**src/rtl/iso_seq_pkg.sv**
```systemverilog
package iso_seq_pkg;
  typedef enum logic [1:0] {
    ST_HIZ = 2'b00,
    ST_FLT = 2'b01,
    ST_RUN = 2'b10
  } out_state_e;
endpackage

```
**src/rtl/iso_flag_sync.sv**
```systemverilog
module iso_flag_sync #(
  parameter int unsigned W = 2
) (
  input  logic         clk,
  input  logic         rst_n,
  input  logic [W-1:0] d,
  output logic [W-1:0] q
);
  logic [W-1:0] meta_q;
  logic [W-1:0] sync_q;

  always_ff @(posedge clk or negedge rst_n) begin
    if (!rst_n) begin
      meta_q <= '0;
      sync_q <= '0;
    end else begin
      meta_q <= d;
      sync_q <= meta_q;
    end
  end

  assign q = sync_q;
endmodule

```
**src/rtl/iso_cycle_timer.sv**
```systemverilog
module iso_cycle_timer #(
  parameter int unsigned LIMIT = 8
) (
  input  logic clk,
  input  logic rst_n,
  input  logic run,
  output logic done
);
  localparam int unsigned CW = (LIMIT < 1) ? 1 : $clog2(LIMIT + 1);
  localparam logic [CW-1:0] LIM = CW'(LIMIT);

  logic [CW-1:0] cnt_q;
  logic [CW-1:0] cnt_d;

  always_comb begin
    cnt_d = cnt_q;
    if (!run)             cnt_d = '0;
    else if (cnt_q != LIM) cnt_d = cnt_q + 1'b1;
  end

  always_ff @(posedge clk or negedge rst_n) begin
    if (!rst_n) cnt_q <= '0;
    else        cnt_q <= cnt_d;
  end

  assign done = (cnt_q == LIM);

  AST_CNT_BOUND: assert property (@(posedge clk) disable iff (!rst_n)
    cnt_q <= LIM);
  AST_DONE_HOLDS: assert property (@(posedge clk) disable iff (!rst_n)
    (run && done) |=> done);
  AST_STOP_CLEARS: assert property (@(posedge clk) disable iff (!rst_n)
    !run |=> (cnt_q == '0));
endmodule

```
**src/rtl/iso_out_seq.sv**
```systemverilog
module iso_out_seq
  import iso_seq_pkg::*;
#(
  parameter int unsigned LS_START_CYC = 16,
  parameter int unsigned HS_START_CYC = 8,
  parameter int unsigned HS_BLANK_CYC = 32,
  parameter int unsigned FAULT_CYC    = 12
) (
  input  logic       clk,
  input  logic       rst_n,
  input  logic       lo_good_a,
  input  logic       hi_good_a,
  input  logic       cmp_in,
  output logic       pd_en,
  output logic [1:0] status
);
  localparam int unsigned HS_WIN_CYC = HS_START_CYC + HS_BLANK_CYC;

  // reset: asserted asynchronously, released on the clock
  logic [1:0] rst_pipe_q;
  logic       rst_sync_n;

  always_ff @(posedge clk or negedge rst_n) begin
    if (!rst_n) rst_pipe_q <= 2'b00;
    else        rst_pipe_q <= {rst_pipe_q[0], 1'b1};
  end
  assign rst_sync_n = rst_pipe_q[1];

  // supply flags into the clock domain
  logic [1:0] flags_s;
  logic       lo_s;
  logic       hi_s;

  iso_flag_sync #(.W(2)) u_sync (
    .clk   (clk),
    .rst_n (rst_sync_n),
    .d     ({hi_good_a, lo_good_a}),
    .q     (flags_s)
  );
  assign lo_s = flags_s[0];
  assign hi_s = flags_s[1];

  out_state_e state_q;
  out_state_e state_d;

  // timers
  logic ls_done;
  logic hs_done;
  logic flt_done;
  logic hs_run;
  logic hs_ok;
  logic flt_run;

  iso_cycle_timer #(.LIMIT(LS_START_CYC)) u_ls_tmr (
    .clk   (clk),
    .rst_n (rst_sync_n),
    .run   (lo_s),
    .done  (ls_done)
  );

  // in normal operation a short high-side loss keeps the window complete;
  // elsewhere a loss restarts it
  assign hs_run = hi_s || (state_q == ST_RUN);

  iso_cycle_timer #(.LIMIT(HS_WIN_CYC)) u_hs_tmr (
    .clk   (clk),
    .rst_n (rst_sync_n),
    .run   (hs_run),
    .done  (hs_done)
  );

  assign hs_ok   = hi_s && hs_done;
  assign flt_run = lo_s && ls_done && !hs_ok;

  iso_cycle_timer #(.LIMIT(FAULT_CYC)) u_flt_tmr (
    .clk   (clk),
    .rst_n (rst_sync_n),
    .run   (flt_run),
    .done  (flt_done)
  );

  // next state
  always_comb begin
    state_d = state_q;
    if (!lo_s) begin
      state_d = ST_HIZ;
    end else begin
      unique case (state_q)
        ST_HIZ: begin
          if (ls_done && hs_ok) state_d = ST_RUN;
          else if (flt_done)    state_d = ST_FLT;
        end
        ST_FLT: if (hs_ok)    state_d = ST_RUN;
        ST_RUN: if (flt_done) state_d = ST_FLT;
        default:              state_d = ST_HIZ;
      endcase
    end
  end

  always_ff @(posedge clk or negedge rst_sync_n) begin
    if (!rst_sync_n) state_q <= ST_HIZ;
    else             state_q <= state_d;
  end

  assign pd_en  = (state_q == ST_FLT) || ((state_q == ST_RUN) && !cmp_in);
  assign status = state_q;

  AST_HIZ_ON_LS_LOSS: assert property (@(posedge clk) disable iff (!rst_sync_n)
    !lo_s |=> (state_q == ST_HIZ));
  AST_HIZ_RELEASED: assert property (@(posedge clk) disable iff (!rst_sync_n)
    (state_q == ST_HIZ) |-> !pd_en);
  AST_RUN_AFTER_WINDOW: assert property (@(posedge clk) disable iff (!rst_sync_n)
    $rose(state_q == ST_RUN) |-> $past(hs_done));
  AST_FLT_AFTER_DELAY: assert property (@(posedge clk) disable iff (!rst_sync_n)
    $rose(state_q == ST_FLT) |-> $past(flt_done));
  AST_NO_LOW_WHEN_READY: assert property (@(posedge clk) disable iff (!rst_sync_n)
    (state_q == ST_HIZ && lo_s && ls_done && hs_ok) |=> (state_q != ST_FLT));
endmodule

```
**config.mk**
```make
export PLATFORM = sky130hd
export DESIGN_NAME = iso_out_seq
export DESIGN_NICKNAME = d
export VERILOG_FILES = /design/src/rtl/iso_seq_pkg.sv /design/src/rtl/iso_flag_sync.sv /design/src/rtl/iso_cycle_timer.sv /design/src/rtl/iso_out_seq.sv
export SDC_FILE = /design/constraint.sdc
export NUM_CORES = 1
export LEC_CHECK = 0
export ABC_AREA = 1
export BUFFER_PORTS_ARGS = -buffer_cell sky130_fd_sc_hd__buf_2
export CORE_MARGIN = 3
export CORE_UTILIZATION = 46
export DETAILED_ROUTE_END_ITERATION = 10
export GPL_ROUTABILITY_DRIVEN = 0
export GPL_TIMING_DRIVEN = 1
export HOLD_SLACK_MARGIN = 0.12
export PLACE_DENSITY = 0.75
export SLEW_MARGIN = 10
export SYNTH_ARGS = -nofsm -noshare
export SYNTH_HDL_FRONTEND = slang
export SYNTH_SLANG_ARGS = --single-unit
```
**constraint.sdc**
```tcl
create_clock -name clk -period 1.6 [get_ports clk]
set_input_delay 0.32 -clock clk [delete_from_list [all_inputs] [get_ports clk]]
set_output_delay 0.32 -clock clk [all_outputs]
set_load 0.01 [all_outputs]
```
==> flow_metrics.tcl <==
set metrics [dict create \
    wl_per_cell_um 11.1 \
    whs_ps 221 \
    p_switching_mw 0.227 \
    postRouteAntennaNets 0 \
    wl_met1_um 807 \
    grt_start_max_net_pins 17 \
    drv_cap 0 \
    pin_count 8 \
    drc 0 \
    dr.first_iter.drc_count 17 \
    synthCells 117 \
    setup-violations-final 0 \
    crit_type "reg -> out" \
    slew_violations 0 \
    yosysSeqAreaShare_pct 53.9 \
    critPathRequiredTime_ps 1280 \
    crit_chain "buf_6 -> nor2_4 -> inv_2 -> o21ai_2 -> buf_2" \
    initial_core_util_pct 51.3 \
    port_buffers 7 \
    combPwrFrac_pct 7.3 \
    dr_wl_met3_um 105 \
    hold_class "reg -> async" \
    cp_slowest_stage_delay_ps 420 \
    nNetsFinal 147 \
    status "finished clean" \
    synth.top_cells.by_area "dfrtp_1 (54%), ha_1 (7.0%), nand2_1 (6.7%)" \
    post-synth-top-area-cell "dfrtp_1" \
    rows 16 \
    critPathMaxFanout 3 \
    rsz0062_at_grt "yes" \
    cp.arrival_ps 1260 \
    fin_crit_sh_pct 98.8 \
    cts_htree_levels 1 \
    finalWorstSetupSlack_ps 19.6 \
    pwr-share-seq_pct 65.0 \
    gr-total-overflow 0 \
    top_layer "met4" \
    die_area_um2 2940 \
    grt_antenna_before_repair 0 \
    critPathCaptureType "output pin" \
    post-route-min-period_ps 1580 \
    powerDensity_nw_per_um2 764 \
    yosys_warnings 0 \
    yosysUniqueCellTypes 18 \
    p_int_mw 0.724 \
    skew_ps 10.7 \
    dpl_worst_slack_ps 280 \
    start_kind "flip-flop" \
    path_clk_slew_ps 130 \
    avgSynthCellArea_um2 9.13 \
    clock_path_buffers 2 \
    coreArea_um2 2080 \
    num_antenna_cells 0 \
    synth.top_cell.area_share_pct 53.9 \
    clock_latency_ps 310 \
    cts_buffers 3 \
    syn_area_um2 1070 \
    ir_drop_mv 0.607 \
    crit_slowest_cell "dfrtp_1" \
    drive_above_1_share_pct 18.5 \
    hold_violations 0 \
    via_per_inst 4.96 \
    die_w_um 54.2 \
    synth-seq-cells 23 \
    p_clk_share_pct 27.7 \
    wl_met2_um 847 \
    groute.usage.overall_pct 15.3 \
    first_pass_iters 4 \
    cts_root_buffer "clkbuf_4" \
    hpwlAfterDp_um 1340 \
    area_growth_syn_to_layout_pct 16.5 \
    leakage_nw 0.588 \
    grt_pass1_vias 818 \
    wl_um 1800 \
    grt_first_pass_wirelength_um 3190 \
    die_h_um 54.2 \
    swShare_pct 23.9 \
    cts_tree "built" \
    vias 803 \
    cts.sinks 23 \
    synthesis.nets 128 \
    max_freq_mhz 633 \
]
## Yosys cell counts
cell type,count
dfrtp_1,23
nand2_1,19
inv_1,16
nor2_1,14
nand3_1,12
a21oi_1,7
ha_1,6
o21ai_0,5
xor2_1,5
nor2_2,2
conb_1,1
inv_2,1
nand2_2,1
nand3_2,1
nand3b_1,1
nand4_1,1
nor2_4,1
xnor2_1,1
## repair_timing
item	CTS	global route
endpoints found under the hold margin	9	0
setup endpoints to repair	1	1
hold buffers	4	0
setup buffers	1	1
resized for setup	1	7
pin swaps	0	3
## per-stage QoR
| stage | std cells | cell area (um^2) | power, mW | utilization (%) | setup TNS (ps) |
|---|---|---|---|---|---|
| after floorplan | 117 | 1070 | 0.669 | - | 0 |
| after global placement | 152 | 1140 | 0.687 | 55.0 | 0 |
| after detailed placement | 152 | 1140 | 0.691 | 55.0 | 0 |
| after CTS | 161 | 1220 | 0.964 | 58.7 | 0 |
| after global routing | 162 | 1240 | 0.999 | 59.8 | -50.3 |
| final | 162 | 1240 | 0.951 | 59.8 | 0 |
## worst paths after layout
check	start	to	slack [ps]	cells after the start
worst max-delay path	status[0]	pd_en	20	5
worst min register to register	rst_pipe_q[1]	u_sync.meta_q[0]	220	1
worst max register to register	u_hs_tmr.cnt_q[0]	status[1]	250	8
max in group asynchronous	rst_pipe_q[1]	u_ls_tmr.cnt_q[4]	750	1
worst min-delay path	rst_pipe_q[1]	u_sync.meta_q[0]	220	1
min in group clk	rst_pipe_q[0]	rst_pipe_q[1]	370	0
## cell type report
| type | instances | area, um^2 |
|---|---|---|
| sequential | 23 | 576 |
| timing repair buffer | 14 | 101 |
| multi-input combinational | 77 | 443 |
| tap | 27 | 33.8 |
| clock inverter | 1 | 5.00 |
| inverter | 17 | 63.8 |
| fill | 185 | 837 |
| clock buffer | 3 | 22.5 |
## per-layer routing
layer | vias up | track usage (%)
li1 | 402 | -
met1 | 375 | 18.0
met2 | 21 | 25.3
met3 | 5 | 4.43
met4 | 0 | 7.47
met5 | - | 0
## placed cells by master, fill, tap and decap left out
cell type       n
a21oi_1         7
nor2_2          3
conb_1          1
dlygate4sd3_1   4
o21ai_0         4
nand3b_1        1
buf_6           1
xnor2_1         1
o21ai_2         1
nor2_1         12
nand2_1        19
nor2_4          2
inv_1          14
nand2_2         1
buf_2           7
clkbuf_4        3
buf_4           2
nand4_1         1
ha_1            6
nand3_1        12
clkinv_2        1
nand3_2         1
dfrtp_1        23
xor2_1          5
inv_2           3
## sequential cells by signal, indices dropped and copies added, names as in the netlist
name             flops
u_sync.q             2
u_hs_tmr.cnt_q       6
status               2
u_sync.meta_q        2
u_ls_tmr.cnt_q       5
u_flt_tmr.cnt_q      4
rst_pipe_q           2
## power by group through the flow
stage                     registers, mW  clock network [mW]  logic, mW
after CTS                         0.618               0.275     0.0710
after global placement            0.630                   0     0.0565
after global routing              0.622               0.296     0.0814
final                             0.618               0.264     0.0696
after detailed placement          0.631                   0     0.0604
after floorplan                   0.632                   0     0.0366
## cell families after synthesis
logic type                 synth area share (%)
and+or+nand+nor                            22.2
DFF                                        53.9
buffers and inverters                      5.97
AOI/OAI and AO/OA                          5.62
xor gates and xnor gates                   4.92
adders and majority gates                  7.03
other                                     0.351
## critical path: cells and delay by family, from the launching register on
family,cells,cell delay [ps]
flops,1,420
buf+inv,3,320
compound gates,1,110
simple gates,1,100
Note: power is estimated with default switching activity, not from simulation.
